### src/rtl/icu_pkg.sv
package icu_pkg;

    // Byte spacing of one bank's register block; software depends on it.
    localparam int BANK_STRIDE = 40;

    localparam logic [5:0] OFF_PEND = 6'h00;
    localparam logic [5:0] OFF_EN   = 6'h08;
    localparam logic [5:0] OFF_VIEW = 6'h10;
    localparam logic [5:0] OFF_RES  = 6'h18;
    localparam logic [5:0] OFF_MASK = 6'h20;

    typedef enum logic [2:0] {
        SEL_NONE,
        SEL_PEND,
        SEL_EN,
        SEL_VIEW,
        SEL_RES,
        SEL_MASK
    } reg_sel_e;

    typedef struct packed {
        logic     hit;
        reg_sel_e sel;
    } bank_sel_t;

    function automatic reg_sel_e offset_to_sel(input logic [5:0] off);
        case (off)
            OFF_PEND: return SEL_PEND;
            OFF_EN:   return SEL_EN;
            OFF_VIEW: return SEL_VIEW;
            OFF_RES:  return SEL_RES;
            OFF_MASK: return SEL_MASK;
            default:  return SEL_NONE;
        endcase
    endfunction

endpackage

### src/rtl/icu_decode.sv
module icu_decode
    import icu_pkg::*;
#(
    parameter int NUM_MOD = 3,
    parameter int ADDR_W  = 8
) (
    input  logic [ADDR_W-1:0]             addr,
    output bank_sel_t [NUM_MOD-1:0]       sel
);

    logic [31:0] addr32;
    assign addr32 = 32'(addr);

    for (genvar m = 0; m < NUM_MOD; m++) begin : g_bank
        localparam logic [31:0] BASE = 32'(m * BANK_STRIDE);
        localparam logic [31:0] LIMIT = 32'((m + 1) * BANK_STRIDE);
        logic       in_rng;
        logic [5:0] off;
        reg_sel_e   kind;

        assign in_rng = (addr32 >= BASE) && (addr32 < LIMIT);
        assign off    = 6'(addr32 - BASE);
        assign kind   = offset_to_sel(off);

        always_comb begin
            sel[m].hit = in_rng && (kind != SEL_NONE);
            sel[m].sel = in_rng ? kind : SEL_NONE;
        end
    end

endmodule

### src/rtl/icu_msb_enc.sv
module icu_msb_enc #(
    parameter int WIDTH = 32,
    parameter int IDX_W = 5
) (
    input  logic [WIDTH-1:0] vec,
    output logic             found,
    output logic [IDX_W-1:0] idx
);

    // Scanning upward with the last match winning yields the top set bit.
    always_comb begin
        found = 1'b0;
        idx   = '0;
        for (int i = 0; i < WIDTH; i++) begin
            if (vec[i]) begin
                found = 1'b1;
                idx   = IDX_W'(i);
            end
        end
    end

endmodule

### src/rtl/icu_bank.sv
module icu_bank
    import icu_pkg::*;
#(
    parameter int LINES = 32,
    parameter int IDX_W = 5
) (
    input  logic             clk,
    input  logic             rst,
    input  bank_sel_t        sel,
    input  logic             we,
    input  logic [LINES-1:0] wdata,
    input  logic [LINES-1:0] raw,
    output logic [LINES-1:0] rdata,
    output logic             req,
    output logic             vld,
    output logic [IDX_W-1:0] idx
);

    logic [LINES-1:0] pend, en, res, msk;
    logic [LINES-1:0] act, set_vec, clr_vec;
    logic             found_c;
    logic [IDX_W-1:0] idx_c;
    logic             wr_hit;

    assign wr_hit  = we && sel.hit;
    assign act     = pend & en;
    assign set_vec = (raw & msk) | res;
    assign clr_vec = (wr_hit && sel.sel == SEL_PEND) ? wdata : '0;

    always_ff @(posedge clk) begin
        if (rst) begin
            pend <= '0;
            en   <= '0;
            res  <= '0;
            msk  <= '1;
        end else begin
            pend <= (pend & ~clr_vec) | set_vec;
            if (wr_hit && sel.sel == SEL_EN)   en  <= wdata;
            if (wr_hit && sel.sel == SEL_RES)  res <= wdata;
            if (wr_hit && sel.sel == SEL_MASK) msk <= wdata;
        end
    end

    always_comb begin
        case (sel.sel)
            SEL_PEND: rdata = pend;
            SEL_EN:   rdata = en;
            SEL_VIEW: rdata = act;
            SEL_RES:  rdata = res;
            SEL_MASK: rdata = msk;
            default:  rdata = '0;
        endcase
    end

    icu_msb_enc #(.WIDTH(LINES), .IDX_W(IDX_W)) u_enc (
        .vec   (act),
        .found (found_c),
        .idx   (idx_c)
    );

    always_ff @(posedge clk) begin
        if (rst) begin
            req <= 1'b0;
            vld <= 1'b0;
            idx <= '0;
        end else begin
            req <= |act;
            vld <= found_c;
            idx <= idx_c;
        end
    end


    clear_chk: assert property (@(posedge clk) disable iff (rst)
        1'b1 |-> ((pend & $past(clr_vec) & ~$past(set_vec)) == '0));


    hold_chk: assert property (@(posedge clk) disable iff (rst)
        1'b1 |-> (($past(pend) & ~pend & ~$past(clr_vec)) == '0));


    set_wins_chk: assert property (@(posedge clk) disable iff (rst)
        1'b1 |-> ((pend & $past(set_vec)) == $past(set_vec)));


    idx_hit_chk: assert property (@(posedge clk) disable iff (rst)
        vld |-> ((($past(act) >> idx) & LINES'(1)) != '0));


    idx_top_chk: assert property (@(posedge clk) disable iff (rst)
        vld |-> ((($past(act) >> idx) >> 1) == '0));

endmodule

### src/rtl/icu_ctrl.sv
module icu_ctrl
    import icu_pkg::*;
#(
    parameter int NUM_MOD = 3,
    parameter int LINES   = 32,
    parameter int ADDR_W  = 8,
    localparam int IDX_W  = $clog2(LINES)
) (
    input  logic                     clk,
    input  logic                     rst,
    input  logic                     bus_we,
    input  logic [ADDR_W-1:0]        bus_addr,
    input  logic [LINES-1:0]         bus_wdata,
    output logic [LINES-1:0]         bus_rdata,
    input  logic [NUM_MOD*LINES-1:0] raw_irq,
    output logic [NUM_MOD-1:0]       irq_req,
    output logic [NUM_MOD-1:0]       irq_vld,
    output logic [NUM_MOD*IDX_W-1:0] irq_idx
);

    bank_sel_t [NUM_MOD-1:0] sel;
    logic [LINES-1:0]        bank_rd [NUM_MOD];
    logic [NUM_MOD-1:0]      hits;

    icu_decode #(.NUM_MOD(NUM_MOD), .ADDR_W(ADDR_W)) u_dec (
        .addr (bus_addr),
        .sel  (sel)
    );

    for (genvar m = 0; m < NUM_MOD; m++) begin : g_bank
        assign hits[m] = sel[m].hit;
        icu_bank #(.LINES(LINES), .IDX_W(IDX_W)) u_bank (
            .clk   (clk),
            .rst   (rst),
            .sel   (sel[m]),
            .we    (bus_we),
            .wdata (bus_wdata),
            .raw   (raw_irq[m*LINES +: LINES]),
            .rdata (bank_rd[m]),
            .req   (irq_req[m]),
            .vld   (irq_vld[m]),
            .idx   (irq_idx[m*IDX_W +: IDX_W])
        );
    end

    always_comb begin
        bus_rdata = '0;
        for (int m = 0; m < NUM_MOD; m++) bus_rdata |= bank_rd[m];
    end


    unmapped_chk: assert property (@(posedge clk) disable iff (rst)
        (hits == '0) |-> (bus_rdata == '0));


    one_bank_chk: assert property (@(posedge clk) disable iff (rst)
        1'b1 |-> $onehot0(hits));

endmodule

### config.mk
export PLATFORM = sky130hd
export DESIGN_NAME = icu_ctrl
export DESIGN_NICKNAME = d
export VERILOG_FILES = /design/src/rtl/icu_pkg.sv /design/src/rtl/icu_decode.sv /design/src/rtl/icu_msb_enc.sv /design/src/rtl/icu_bank.sv /design/src/rtl/icu_ctrl.sv
export SDC_FILE = /design/constraint.sdc
export NUM_CORES = 1
export LEC_CHECK = 0
export BUFFER_PORTS_ARGS = -buffer_cell sky130_fd_sc_hd__buf_2
export CAP_MARGIN = 30
export CORE_MARGIN = 4
export CORE_UTILIZATION = 50
export CTS_BUF_LIST = sky130_fd_sc_hd__clkbuf_8 sky130_fd_sc_hd__clkbuf_16
export CTS_CLUSTER_SIZE = 10
export DETAILED_ROUTE_END_ITERATION = 12
export GPL_ROUTABILITY_DRIVEN = 0
export PLACE_DENSITY_LB_ADDON = 0.2
export SKIP_CTS_REPAIR_TIMING = 1
export SYNTH_ARGS = -nofsm -noshare
export SYNTH_HDL_FRONTEND = slang
export SYNTH_SLANG_ARGS = --single-unit
### constraint.sdc
create_clock -name clk -period 5.1 [get_ports clk]
set_input_delay 0.51 -clock clk [delete_from_list [all_inputs] [get_ports clk]]
set_output_delay 0.51 -clock clk [all_outputs]
set_load 0.02 [all_outputs]
Yosys cells after proc, flatten, opt, wreduce, memory -nomap -nowiden
Cells that the tools add are included.

storage, ports and cells
  bits in registers = 405
  latch bits = 0
  memory bits (writable) = 0
  bits in read-only memories = 0
  input bits = 139
  word-level logic and storage cells = 307
  memories = 0

cells by class
  $add $sub $neg = 2
  multiply operators = 0
  divide/modulo/power cells = 0
  order comparisons = 6
  eq/ne operators = 27
  shifts and indexed selects = 0
  multiplexer cells = 201
  bitwise gates (word level) = 20
  reduce and logical (&&, ||, !) cells = 30

operators with widths
  operator            count
  $pmux 32 s5         3
  $mux 5              90
  $and 32x32->32      9
  $or 32x32->32       8
  $mux 1              99
  $mux 32             3
  $not 32->32         3
  $reduce_or 32->1    3
  $pmux 3 s5          3
  $eq 6x5->1 const B  6
  $logic_and 1x1->1   21
  $eq 3x2->1 const B  6
  $eq 3x3->1 const B  6
  $eq 6x4->1 const B  3
  $eq 6x6->1 const B  3
  $logic_not 6->1     3
  $lt 8x7->1 const B  2
  $eq 3x1->1 const B  3
  $mux 3              3
  $reduce_bool 3->1   3
  $ge 8x1->1 const B  1
  $ge 8x6->1 const B  1
  $ge 8x7->1 const B  1
  $lt 8x6->1 const B  1
  2 further kinds     2

Longest topological paths before layout
  word-level depth = 33
  depth in mapped cells = 12

Modules after synthesis
Synthesis repeated with hierarchy kept, for this count alone.

unflattened totals
  cells, all modules = 2578
  area, all modules = 20176.9 um^2

modules (own cells, without submodules)
  module       times used  cells each  area an instance (um^2)
  icu_bank     3           774         6222.2
  icu_msb_enc  3           62          357.8
  icu_decode   1           38          236.5
  icu_ctrl     1           32          200.2

Worst setup path before layout
OpenSTA, ideal clock, no wires.

  path kind = input to output
  start point = input bus_addr[4]
  end point = output bus_rdata[11]
  arrival = 2886 ps
  path slack = 1704 ps
  stages = 12
  path buffers = 4
  path through = buf_2 > buf_2 > inv_1 > ha_1 > or4b_1 > a211o_1 > buf_6 > nor4_1 > nor4b_4 > buf_6 > a21oi_1 > o2111ai_2

on the way
  cells in the longest elaborated chain, start to end = 8
  elaborated cells between the ends (all ways) = 52
  classes of those cells = 2 x add/sub; 6 x order compare; 27 x eq/ne; 9 x mux; 2 x bitwise; 6 x reduce/logical

RTL lines
  item                                line              source
  start, declared                     icu_ctrl.sv:12    input logic [ADDR_W-1:0] bus_addr,
  $sub 6x6->6                         icu_decode.sv:22  assign off = 6'(addr32 - BASE);
  $eq 6x6->1 (tied with other cells)  icu_pkg.sv:27     case (off)
  $pmux 3 s5                          icu_pkg.sv:27
  $mux 3                              icu_decode.sv:27  sel[m].sel = in_rng ? kind : SEL_NONE;
  $eq 3x3->1 (tied with other cells)  icu_bank.sv:45    case (sel.sel)
  $pmux 32 s5                         icu_bank.sv:45
  $or 32x32->32                       icu_ctrl.sv:48    for (int m = 0; m < NUM_MOD; m++) bus_rdata |= bank_rd[m];
  $or 32x32->32 (*)                   icu_ctrl.sv:48
  end, declared                       icu_ctrl.sv:14    output logic [LINES-1:0] bus_rdata,

Every way passes the cells marked *; elsewhere a longest branch is shown, timed or not.

Worst setup path after layout
  start point = input bus_addr[3]
  end point = output bus_rdata[28]

Same word-level chain as after synthesis.

==> results_dict.tcl <==
set metrics [dict create \
    ys_types 71 \
    grt_pass1_wl_mm 114 \
    antenna_found_initial 4 \
    initial_utilization_pct 50.7 \
    drc 0 \
    synth_top_cell_by_area "dfxtp_1" \
    holdCritPathClass "input port to register" \
    cp-end-kind "output pin" \
    htreeDepth 2 \
    yosysTopAreaCellShare_pct 41.3 \
    yosysWarningCount 0 \
    cts_root_buffer "clkbuf_16" \
    grt_use_total_pct 34.4 \
    syn_inst 2508 \
    routed_wl_mm 76.4 \
    layout_commonest_cell "nand2_1" \
    regArea_um2 8110 \
    clk_latency_ns 0.58 \
    cts_buffers 47 \
    r2r_setup_slack_ns 2.93 \
    finalClockSkew_ns 0.0147 \
    postPlaceCellArea_um2 20700 \
    layout_setup_ws_ns 1.09 \
    vias 20500 \
    numPortBuffers 191 \
    cp.arrival_ns 3.50 \
    fmax_mhz 249 \
    overflow 0 \
    grt_max_degree 147 \
    cts_buffer_depth 3 \
    fin_crit_ns 4.01 \
    cellLeakagePower_nw 8.00 \
    core-area_um2 38700 \
    firstDrtPassIters 7 \
    yosysSeqAreaShare_pct 41.3 \
    ios 192 \
    clkTransAtPathRegs_ns 0.05 \
    fin_crit_sh_pct 78.6 \
    synth_flop_cell "dfxtp_1" \
    nets 2709 \
    final_cell_mix "nand2_1 (707), dfxtp_1 (405), a21oi_1 (245), buf_2 (190), a221oi_1 (139)" \
    synth-seq-cells 405 \
    pre_cts_slack_ns 1.16 \
    synthArstFlopShare_pct 0 \
    rsz0062_at_grt "false" \
    p_total_mw 6.85 \
    drv_slew 0 \
    path_max_fanout 34 \
    drtAntennaViolNets 0 \
    die_h_um 206 \
    holdWs_ns 0.184 \
    peakVddDrop_uv 271 \
    fin_setup_tns_ns 0 \
    crit_type "input port to output pin" \
    worst_pin_slew_ns 1.10 \
    via_per_inst 6.62 \
    multiInputGateArea_um2 10600 \
    finalHoldViolations 0 \
    power_density_nw_per_um2 311 \
    wl_per_cell_um 24.7 \
    fillers 3582 \
    slew_headroom_pct 26.9 \
    dieWidth_um 206 \
    finalSetupViolCount 0 \
    cts_tree "built" \
    detailed_place_hpwl_mm 52.1 \
    syn_area_um2 19600 \
    final_layout_size_suffix_gt1_share_pct 13.9 \
    final_cell_area_um2 22000 \
    rows 72 \
    syn_nets 2649 \
    maxCapViolCount 0 \
    outcome "completed" \
    ys_top_cells_by_area "dfxtp_1 (41%), nand2_1 (14%), a21oi_1 (6.2%), a221oi_1 (6.2%), clkbuf_1 (3.4%)" \
    critPathLaunchType "input port" \
    die-area_um2 42500 \
    grt_pass1_vias 18700 \
    syn-mean-instance-area_um2 7.83 \
    synth_edf_count 0 \
    drtIter0Drc 3203 \
    required_ns 4.59 \
    areaGrowthSynthToFinish_pct 12.2 \
    clock_sinks 405 \
]
==> power by group <==
part	leakage (nW)	switching [mW]	internal, mW
clock network	0.670	1.29	1.76
logic	4.03	0.336	0.161
registers	3.30	0.0791	3.23
==> cell families (layout without fill, tap and decap cells) <==
logic type | count (synthesis) | count (layout) | share of synthesized area [%]
other | 0 | 1 | 0
adder cells (fa/ha/maj) | 2 | 2 | 0.127
AND/OR/NAND/NOR | 1102 | 1102 | 24.7
flip-flops | 405 | 405 | 41.3
XOR/XNOR | 2 | 2 | 0.0892
buffers and inverters | 232 | 302 | 5.05
AO/OA/AOI/OAI | 713 | 713 | 25.9
multiplexers | 52 | 52 | 2.90
==> flip-flops by register name (all words and copies together) (netlist names) <==
| signal | flops |
|---|---|
| g_bank.u_bank.en | 96 |
| g_bank.u_bank.idx | 15 |
| g_bank.u_bank.msk | 96 |
| g_bank.u_bank.pend | 96 |
| g_bank.u_bank.req | 3 |
| g_bank.u_bank.res | 96 |
| g_bank.u_bank.vld | 3 |
==> final cells by class <==
type	instances	share of cell area [%]
multi-input combinational	1871	48.3
sequential	405	36.8
timing repair buffer	238	5.98
clock buffer	51	5.69
tap	518	2.94
clock inverter	8	0.255
inverter	5	0.0851
antenna	1	0.0114
==> cells in the mapped netlist (4+ instances only) <==
| cell type | number |
|---|---|
| clkbuf_1 | 176 |
| nand2b_1 | 4 |
| nor4_2 | 4 |
| dfxtp_1 | 405 |
| o211ai_1 | 6 |
| buf_1 | 5 |
| nor2_1 | 134 |
| a222oi_1 | 4 |
| mux2i_1 | 13 |
| a31oi_1 | 10 |
| a32oi_1 | 27 |
| o21ai_0 | 16 |
| buf_4 | 13 |
| nand3b_1 | 33 |
| nor2b_1 | 69 |
| a32o_1 | 5 |
| nand4_1 | 15 |
| a211oi_1 | 4 |
| nor4_1 | 7 |
| buf_6 | 5 |
| nand3_1 | 62 |
| a211o_1 | 75 |
| a21oi_1 | 245 |
| a22o_1 | 14 |
| a221oi_1 | 139 |
| a41oi_1 | 5 |
| and2_1 | 11 |
| o2111ai_1 | 29 |
| a21o_1 | 8 |
| o22ai_1 | 30 |
| and3_1 | 11 |
| inv_1 | 5 |
| nor3_1 | 16 |
| o2bb2ai_1 | 18 |
| buf_2 | 28 |
| mux2_2 | 39 |
| nand2_1 | 707 |
| a22oi_1 | 56 |
==> critical path, stage by stage <==
cell	delay (ns)
buf_2	0.27
inv_1	0.07
buf_4	0.21
ha_1	0.29
buf_4	0.42
inv_1	0.30
nor4_2	0.34
buf_4	0.44
a22o_1	0.20
nor3_1	0.05
nand3_1	0.17
buf_2	0.19
==> stage by stage <==
step,util (%),instances
final,56.9,3097
after global routing,56.9,3097
after CTS,56.9,3096
after detailed placement,53.5,3037
after global placement,53.5,3037
after floorplan,-,2508
==> final timing paths <==
kind                                         start                               endpoint  cells after the start
min                                    raw_irq[10]   g_bank[0].u_bank.pend[10]$_SDFF_PP0_                      3
max reg2reg    g_bank[0].u_bank.pend[2]$_SDFF_PP0_     g_bank[0].u_bank.idx[0]$_SDFF_PP0_                      6
max                                    bus_addr[3]                          bus_rdata[28]                     12
min reg2reg  g_bank[1].u_bank.res[17]$_SDFFE_PP0P_  g_bank[1].u_bank.res[17]$_SDFFE_PP0P_                      2
==> per-layer routing <==
layer	part of all wire, %	GRT usage (%)
met5	0.060	0
met1	41	49.2
met2	42	50.4
met3	14	9.57
met4	3.6	11.3
(Power assumes the default switching activity.)
